**config.mk**
```make
export PLATFORM = sky130hd
export DESIGN_NAME = frac_baud_gen
export DESIGN_NICKNAME = d
export VERILOG_FILES = /design/src/rtl/fbg_pkg.sv /design/src/rtl/fbg_regs.sv /design/src/rtl/fbg_frac_acc.sv /design/src/rtl/fbg_pulse_div.sv /design/src/rtl/frac_baud_gen.sv
export SDC_FILE = /design/constraint.sdc
export NUM_CORES = 1
export LEC_CHECK = 0
export BUFFER_PORTS_ARGS = -buffer_cell sky130_fd_sc_hd__buf_2
export CAP_MARGIN = 40
export CORE_MARGIN = 3
export CORE_UTILIZATION = 56
export DETAILED_ROUTE_END_ITERATION = 10
export PLACE_DENSITY = 0.85
export SLEW_MARGIN = 10
export SYNTH_ARGS = -nofsm -noshare
export SYNTH_HDL_FRONTEND = slang
export SYNTH_SLANG_ARGS = --single-unit
```
**constraint.sdc**
```tcl
create_clock -name clk -period 4.78 [get_ports clk]
set_clock_uncertainty 0.1 [all_clocks]
set_input_delay 0.239 -clock clk [delete_from_list [all_inputs] [get_ports clk]]
set_output_delay 0.239 -clock clk [all_outputs]
set_load 0.1 [all_outputs]
```
**src/rtl/fbg_pkg.sv**
```systemverilog
package fbg_pkg;
  localparam int NREG = 3;

  // Register slots: 0 prescale, 1 multiplier, 2 divisor
  localparam int SLOT_PS  = 0;
  localparam int SLOT_MUL = 1;
  localparam int SLOT_DIV = 2;

  // Unscaled bus index of a register slot
  function automatic int unsigned slot_index(int unsigned slot);
    return 32'h30 + 4 * slot;
  endfunction

  // Scaled bus address of a register slot
  function automatic int unsigned slot_addr(int unsigned slot, int unsigned shift,
                                            int unsigned base);
    return base + (slot_index(slot) << shift);
  endfunction
endpackage

```
**src/rtl/fbg_regs.sv**
```systemverilog
module fbg_regs
  import fbg_pkg::*;
#(
  parameter int DATA_W    = 32,
  parameter int ADDR_W    = 8,
  parameter int REG_SHIFT = 0,
  parameter int BASE_OFS  = 0,
  parameter int PS_RST    = 16,
  parameter int MUL_RST   = 96,
  parameter int DIV_RST   = 125
) (
  input  logic              clk,
  input  logic              rst,
  input  logic              wr_en,
  input  logic              rd_en,
  input  logic [ADDR_W-1:0] addr,
  input  logic [DATA_W-1:0] wdata,
  output logic [DATA_W-1:0] rdata,
  output logic [DATA_W-1:0] ps_val,
  output logic [DATA_W-1:0] mul_val,
  output logic [DATA_W-1:0] div_val,
  output logic              cfg_wr
);
  logic [NREG-1:0]             hit;
  logic [NREG-1:0][DATA_W-1:0] bank;
  logic [DATA_W-1:0]           rd_mux;

  for (genvar g = 0; g < NREG; g++) begin : g_slot
    localparam logic [ADDR_W-1:0] OFS =
      ADDR_W'(slot_addr(g, REG_SHIFT, BASE_OFS));
    localparam logic [DATA_W-1:0] RSTV =
      (g == SLOT_PS)  ? DATA_W'(PS_RST)  :
      (g == SLOT_MUL) ? DATA_W'(MUL_RST) : DATA_W'(DIV_RST);
    logic [DATA_W-1:0] q;

    assign hit[g] = (addr == OFS);

    always_ff @(posedge clk) begin
      if (rst)                 q <= RSTV;
      else if (wr_en && hit[g]) q <= wdata;
    end

    assign bank[g] = q;
  end

  always_comb begin
    rd_mux = '0;
    for (int i = 0; i < NREG; i++) begin
      if (hit[i]) rd_mux = rd_mux | bank[i];
    end
  end

  always_ff @(posedge clk) begin
    if (rst)        rdata <= '0;
    else if (rd_en) rdata <= rd_mux;
  end

  assign ps_val  = bank[SLOT_PS];
  assign mul_val = bank[SLOT_MUL];
  assign div_val = bank[SLOT_DIV];
  assign cfg_wr  = wr_en && (|hit);
endmodule

```
**src/rtl/fbg_frac_acc.sv**
```systemverilog
module fbg_frac_acc #(
  parameter int W = 32
) (
  input  logic         clk,
  input  logic         rst,
  input  logic         clr,
  input  logic [W-1:0] mul,
  input  logic [W-1:0] div,
  output logic         frac_en,
  output logic         cfg_err
);
  logic [W:0] acc_q;
  logic [W:0] sum;
  logic       cfg_bad;

  assign cfg_bad = (mul == '0) || (mul > div);
  assign sum     = acc_q + {1'b0, mul};

  always_ff @(posedge clk) begin
    if (rst || clr || cfg_bad) begin
      acc_q   <= '0;
      frac_en <= 1'b0;
    end else if (sum >= {1'b0, div}) begin
      acc_q   <= sum - {1'b0, div};
      frac_en <= 1'b1;
    end else begin
      acc_q   <= sum;
      frac_en <= 1'b0;
    end
  end

  always_ff @(posedge clk) begin
    if (rst) cfg_err <= 1'b0;
    else     cfg_err <= cfg_bad;
  end
endmodule

```
**src/rtl/fbg_pulse_div.sv**
```systemverilog
module fbg_pulse_div #(
  parameter int W = 16
) (
  input  logic         clk,
  input  logic         rst,
  input  logic         clr,
  input  logic         pulse_in,
  input  logic [W-1:0] limit,
  output logic         pulse_out
);
  logic [W-1:0] cnt_q;
  logic [W-1:0] last;

  // A limit of zero behaves like a limit of one
  assign last = (limit == '0) ? '0 : limit - 1'b1;

  always_ff @(posedge clk) begin
    if (rst || clr) begin
      cnt_q     <= '0;
      pulse_out <= 1'b0;
    end else begin
      pulse_out <= 1'b0;
      if (pulse_in) begin
        if (cnt_q >= last) begin
          cnt_q     <= '0;
          pulse_out <= 1'b1;
        end else begin
          cnt_q <= cnt_q + 1'b1;
        end
      end
    end
  end
endmodule

```
**src/rtl/frac_baud_gen.sv**
```systemverilog
module frac_baud_gen #(
  parameter int DATA_W    = 32,
  parameter int ADDR_W    = 8,
  parameter int LATCH_W   = 16,
  parameter int REG_SHIFT = 0,
  parameter int BASE_OFS  = 0,
  parameter int PS_RST    = 16,
  parameter int MUL_RST   = 96,
  parameter int DIV_RST   = 125
) (
  input  logic               clk,
  input  logic               rst,
  input  logic               bus_wr,
  input  logic               bus_rd,
  input  logic [ADDR_W-1:0]  bus_addr,
  input  logic [DATA_W-1:0]  bus_wdata,
  output logic [DATA_W-1:0]  bus_rdata,
  input  logic [LATCH_W-1:0] dl_value,
  output logic               frac_en,
  output logic               os_tick,
  output logic               baud_tick,
  output logic               cfg_err
);
  logic [DATA_W-1:0] ps_val, mul_val, div_val;
  logic              cfg_wr;

  fbg_regs #(
    .DATA_W(DATA_W), .ADDR_W(ADDR_W), .REG_SHIFT(REG_SHIFT),
    .BASE_OFS(BASE_OFS), .PS_RST(PS_RST), .MUL_RST(MUL_RST), .DIV_RST(DIV_RST)
  ) u_regs (
    .clk(clk), .rst(rst), .wr_en(bus_wr), .rd_en(bus_rd), .addr(bus_addr),
    .wdata(bus_wdata), .rdata(bus_rdata), .ps_val(ps_val), .mul_val(mul_val),
    .div_val(div_val), .cfg_wr(cfg_wr)
  );

  fbg_frac_acc #(.W(DATA_W)) u_frac (
    .clk(clk), .rst(rst), .clr(cfg_wr), .mul(mul_val), .div(div_val),
    .frac_en(frac_en), .cfg_err(cfg_err)
  );

  fbg_pulse_div #(.W(DATA_W)) u_prescale (
    .clk(clk), .rst(rst), .clr(cfg_wr), .pulse_in(frac_en), .limit(ps_val),
    .pulse_out(os_tick)
  );

  fbg_pulse_div #(.W(LATCH_W)) u_latch_div (
    .clk(clk), .rst(rst), .clr(cfg_wr), .pulse_in(os_tick), .limit(dl_value),
    .pulse_out(baud_tick)
  );
endmodule

```
==> results of run 1 <==
## report_power, final
group	internal (mW)	switching (mW)
Sequential	1.89	0.0808
Combinational	1.68	1.90
Clock	1.04	0.750
## worst reg2reg max path, cell delays in order, from the launching register on
cell and delay (ns):
dfxtp_1 0.34, ha_1 0.33, nand2_1 0.12, or3_4 0.42, a211o_1 0.32, o211ai_2 0.11
a21oi_2 0.11, o21ai_2 0.21, mux2i_2 0.11, or3_4 0.39, ha_4 0.28, and4_4 0.24
nand2_4 0.07, or3_4 0.40, a211oi_4 0.19, o311ai_2 0.15, nand3_2 0.17, nor2_4 0.05
buf_6 0.15, buf_4 0.15, mux2i_1 0.14, nor2_1 0.08
## cells in the final DEF (no fill, tap or decap), types with 10 or more instances in the layout
master         count
a211oi_1          26
a21o_1            42
a21oi_1          199
a21oi_2           18
and3_1            33
buf_2             95
buf_4            142
buf_6             10
clkbuf_16         23
clkbuf_8          10
dfxtp_1          207
dlygate4sd3_1     32
ha_1             133
ha_4              13
inv_1             65
mux2i_1           57
nand2_1          361
nand2b_1          15
nand3_1           42
nand3b_1          14
nand4_1           34
nor2_1           138
nor2b_1           45
nor3_1            40
nor4_1            20
o211ai_1          11
o21a_1            11
o21ai_0           69
xnor2_1           72
xor2_1            50
## kinds of logic (layout without fill, tap and decap cells)
kind of cell | Yosys count | in the layout | synth area share, %
compound gates | 455 | 455 | 18.0
fa+ha+maj | 150 | 150 | 12.5
mux | 61 | 61 | 4.06
xor+xnor | 127 | 127 | 7.42
flops | 213 | 213 | 28.2
buf+inv | 163 | 389 | 4.28
simple gates | 817 | 819 | 25.5
## through the flow
step | instances | worst slack, ns | util (%) | area, sq um
after floorplan | 1986 | 0.000743 | - | 15100
after global placement | 2447 | -0.118 | 63.3 | 16600
after detailed placement | 2450 | -0.336 | 63.4 | 16700
after CTS | 2536 | 0.00208 | 68.7 | 18100
after global routing | 2549 | -0.129 | 70.5 | 18500
final | 2549 | 0.0296 | 70.5 | 18500
## worst paths after layout
kind	start	endpoint	slack, ns	cells past startpoint
worst max register to register	u_regs.mul_val[5]	u_frac.acc_q[18]	0.03	21
worst min-delay path	rst	u_regs.rdata[3]	0.05	2
worst max-delay path	u_regs.mul_val[5]	u_frac.acc_q[18]	0.03	21
worst min register to register	u_regs.div_val[9]	u_regs.div_val[9]	0.37	2
## state kept, by name, indices dropped and copies added, names as in the netlist
name,flops
u_frac.acc_q,33
u_frac.cfg_err,1
u_frac.frac_en,1
u_latch_div.cnt_q,16
u_latch_div.pulse_out,1
u_prescale.cnt_q,32
u_prescale.pulse_out,1
u_regs.div_val,32
u_regs.mul_val,32
u_regs.ps_val,32
u_regs.rdata,32
## cell type report
cell class              instances  share of cell area, %
multi-input cells            1612                   58.2
clock inverters                 4                  0.162
repair buffers                283                   11.1
inverters                      65                   1.32
well taps                     335                   2.26
flip-flops and latches        213                   23.1
clock buffers                  37                   3.93
## per-layer routing
| metal | vias up | track usage (%) |
|---|---|---|
| met4 | 0 | 15.2 |
| met1 | 7399 | 39.4 |
| met2 | 906 | 51.9 |
| met3 | 215 | 4.90 |
| met5 | - | 0 |
| li1 | 7398 | - |
## timing repair
action,in CTS,in global routing
gates resized for setup,35,82
setup buffers,12,11
pin swaps,17,54
endpoints found under the setup margin,47,67
hold buffers,32,0
endpoints found under the hold margin,96,0
gates cloned,1,2
==> impl_metrics.yaml, run 1 <==
route:
  drtIter0Drc: 1845
  met3WireLength_microns: 4390
  drtPass1Iterations: 9
  antenna_left: 0
  wl_met1_microns: 19300
  wl_met2_microns: 22700
  avgRoutedWirePerCell_microns: 19.2
  vias: 15918
  via_per_inst: 6.24
  drcViolationCount: 0
  top_layer: "met4"
  postRouteWirelength_microns: 48800
logic_synthesis:
  ys_warn_count: 0
  ys_ff_latch: 213
  synth.top_cell.area_share_pct: 28.2
  syn_area_sq_um: 15100
  synth.avg_cell_area_sq_um: 7.60
  yosysMostFrequentCell: "nand2_1"
  synth_common_cells: "nand2_1 (364), a21oi_1 (217), dfxtp_1 (213)"
  synth_nets: 2196
  syn_inst: 1986
  ys_types: 72
  synthFlopType: "dfxtp_1"
  yosys.area.top_type: "dfxtp_1"
  synth-seq-area-share_pct: 28.2
  synth_edf_count: 0
  synth_area_leaders: "dfxtp_1 (28%), ha_1 (12%), nand2_1 (9.0%), a21oi_1 (7.2%), xnor2_1 (4.4%)"
  async_flop_share_pct: 0
clocking:
  h-tree-depth: 1
  cts-root-buf: "clkbuf_16"
  clock-sinks: 213
  clock_latency_ns: 0.54
  path_clk_slew_ns: 0.06
  cts_buffers: 23
  max-clock-path-buffers: 3
  cts_tree: "done"
timing:
  hold_violations: 0
  period_needed_ns: 4.75
  tns_ns: 0
  setup_violations: 0
  period_share_pct: 99.4
  grt_setup_unrepaired: "true"
  hold_slack_ns: 0.0548
  max-slew-margin-rel_pct: 46.3
  worstMarginPinSlew_ns: 0.799
  final_max_slew_viol_count: 0
  fmax_ghz: 0.211
floorplanning:
  die_x_microns: 170
  die-area_sq_um: 29000
  num_rows: 59
  io-pin-count: 96
  start_util_pct: 57.5
  die_y_microns: 170
  core_sq_um: 26300
cells_and_area:
  fillers: 1867
  nNetsFinal: 2408
  insertedDiodeCount: 0
  multi_input_comb_area_sq_um: 10800
  post_route_cells_drive_above_1_share_pct: 18.2
  regArea_sq_um: 4270
  syn2layout_area_growth_pct: 22.7
flow_run:
  maxCapViolCount: 0
status:
  status: "completed"
critical_path:
  cp_max_fo: 5
  cp_slowest_stage_delay_ns: 0.42
  slowest_stage: "or3_4"
  path_class: "flip-flop to flip-flop"
  path_delay_family: "simple AND/OR/NAND/NOR gates"
  critPathBufInv: 2
  end_kind: "flip-flop"
  cp.arrival_ns: 5.05
  crit_path_frequent_cell: "or3_4"
  start_kind: "flip-flop"
  crit_chain: "ha_1 -> nand2_1 -> or3_4 -> a211o_1 -> o211ai_2 -> a21oi_2 -> o21ai_2 -> mux2i_2 -> or3_4 -> ha_4 -> and4_4 -> nand2_4 -> or3_4 -> a211oi_4 -> o311ai_2 -> nand3_2 -> nor2_4 -> buf_6 -> buf_4 -> mux2i_1 -> nor2_1"
  required_ns: 5.08
place:
  dp_hpwl_microns: 33900
  place_congestion: 0.970
  io_buffers: 95
pwr:
  power_mw: 7.34
  vdd_drop_max_mv: 0.254
  cellPowerDensity_nw_per_um2: 396
  p_leak_nw: 8.06
global_routing:
  grt_pass1_vias: 15170
  grt_pass1_wl_microns: 74500
  grt_overflow: 0
  antenna_found_initial: 0
  grt_start_max_net_pins: 91
  grt_usage_pct: 31.1
hold_path:
  hold_class: "input pin to flip-flop"
Note: power is estimated with default switching activity, not from simulation.
==> run 2: changes to the inputs <==
Settings changed: SETUP_SLACK_MARGIN from default to 0.05.
==> run 2 against run 1 <==
  * The run now ends with setup timing left
  * Die area did not move
  * Clock power rose by 13%
  * Global-route usage rose by 0.36 points
  * Critical path depth did not move
  * Sequential share of layout area fell by 0.61 points
  * Worst setup slack got worse by 0.23 ns
  * Register-to-register slack got worse by 0.23 ns
  * Final cell count rose by 0.35%
  * Largest cell class unchanged
==> impl_metrics.yaml, run 2 (synthesis gave the netlist of run 1 again) <==
global_routing:
  grt_pass1_wl_microns: 75800
  grt_usage_pct: 31.5
  grt_overflow: 0
  grt_pass1_vias: 15144
  grt_start_max_net_pins: 64
  antenna_found_initial: 0
cells_and_area:
  mostFrequentLayoutCells: "nand2_1 (356), dfxtp_1 (202), a21oi_1 (191), buf_4 (142), nor2_1 (137)"
  final_area_sq_um: 19100
  final_util_pct: 72.6
  post_route_cells_drive_above_1_share_pct: 20.5
  final_common_cell: "nand2_1"
  fillers: 1723
  largest_reg_flops: 33
  nNetsFinal: 2414
  regMostFlops: "u_frac.acc_q"
  multi_input_comb_area_sq_um: 11100
  regArea_sq_um: 4280
  syn2layout_area_growth_pct: 26.3
clocking:
  max-clock-path-buffers: 3
  path_clk_slew_ns: 0.07
  clock_latency_ns: 0.54
  cts-root-buf: "clkbuf_16"
  cts_tree: "done"
  cts_buffers: 24
  h-tree-depth: 1
  clock-sinks: 213
route:
  vias: 16531
  via_per_inst: 6.46
  antenna_left: 0
  drcViolationCount: 0
  met3WireLength_microns: 5330
  wl_met1_microns: 19600
  wl_met2_microns: 24300
  avgRoutedWirePerCell_microns: 20.4
  top_layer: "met4"
  drtPass1Iterations: 9
  drtIter0Drc: 2409
  postRouteWirelength_microns: 52200
floorplanning:
  die_y_microns: 170
  io-pin-count: 96
  die-area_sq_um: 29000
  num_rows: 59
  core_sq_um: 26300
  start_util_pct: 57.5
  die_x_microns: 170
place:
  place_congestion: 0.981
  dp_hpwl_microns: 33400
  place_area_sq_um: 16600
  io_buffers: 95
timing:
  max-slew-margin-rel_pct: 47.5
  hold_violations: 0
  setup_slack_ns: -0.197
  period_needed_ns: 4.98
  worstMarginPinSlew_ns: 0.786
  period_share_pct: 104
  final_max_slew_viol_count: 0
  setup_violations: 31
  fmax_ghz: 0.201
  grt_setup_unrepaired: "true"
critical_path:
  cp.arrival_ns: 5.35
  start_kind: "flip-flop"
  end_kind: "flip-flop"
  cp_max_fo: 7
  path_class: "flip-flop to flip-flop"
  required_ns: 5.15
hold_path:
  hold_class: "input pin to flip-flop"
pwr:
  cellPowerDensity_nw_per_um2: 419
  vdd_drop_max_mv: 0.295
  p_leak_nw: 8.18
status:
  failed_checks: "setup timing"
  status: "complete, but fails checks"
flow_run:
  maxCapViolCount: 0
==> run 2: layout make-up <==
| type | instances | share of cell area [%] |
|---|---|---|
| multi-input cells | 1610 | 58.2 |
| clock inverters | 9 | 0.715 |
| flip-flops and latches | 213 | 22.4 |
| repair buffers | 290 | 11.4 |
| diodes | 1 | 0.0131 |
| clock buffers | 35 | 3.79 |
| inverters | 65 | 1.28 |
| well taps | 335 | 2.20 |
==> run 2: critical path, stage by stage, from the launching register on <==
cell and delay (ns):
dfxtp_1 0.35, ha_1 0.37, buf_4 0.19, a21oi_2 0.18, nand2b_1 0.16, a211oi_4 0.26, a211oi_4 0.08, a221oi_1 0.42
buf_4 0.23, o31ai_4 0.08, xnor2_2 0.17, ha_1 0.36, and4_4 0.27, nand2_4 0.06, or3_4 0.38, a211oi_4 0.22
o311ai_4 0.13, nand3_2 0.12, nor2_4 0.10, buf_12 0.16, or3_4 0.38, a21oi_2 0.14
==> run 2: path summary, 6_finish.rpt <==
check,endpoint,cells past startpoint,startpoint,slack (ns)
worst min-delay path,u_regs.div_val[1],4,bus_wr,0.28
worst max register to register,u_frac.acc_q[28],21,u_regs.mul_val[18],-0.20
worst min register to register,u_regs.div_val[7],2,u_regs.div_val[7],0.37
worst max-delay path,u_frac.acc_q[28],21,u_regs.mul_val[18],-0.20
==> run 2: what timing repair did <==
action                     CTS  global route
setup endpoints to repair   34            67
resized for setup           35           145
setup buffers               25            20
hold buffers                33             0
pin swaps                   28            67
cloned                       0             1
hold endpoints to repair   102             0
==> run 2: metal layers <==
layer / global-route usage (%) / up-vias
li1: - / 7414
met1: 41.1 / 7660
met2: 52.6 / 1185
met3: 4.30 / 272
met4: 12.9 / 0
met5: 0 / -
==> run 2: power breakdown <==
part / internal (mW) / switching [mW]
clock network: 1.22 / 0.805
registers: 1.89 / 0.0947
logic: 1.89 / 2.11
==> run 2: metrics by stage <==
step | setup TNS [ns] | worst slack (ns) | hold WS [ns] | total power [mW] | cells
floorplan | 0 | 0.0702 | 0.260 | 4.10 | 1986
global placement | -0.439 | -0.0575 | 0.359 | 4.98 | 2435
detailed placement | -5.03 | -0.250 | 0.365 | 5.07 | 2438
CTS | 0 | 0.00748 | 0.250 | 7.31 | 2540
global route | -8.27 | -0.302 | 0.299 | 8.31 | 2557
finish | -4.03 | -0.197 | 0.278 | 8.00 | 2558
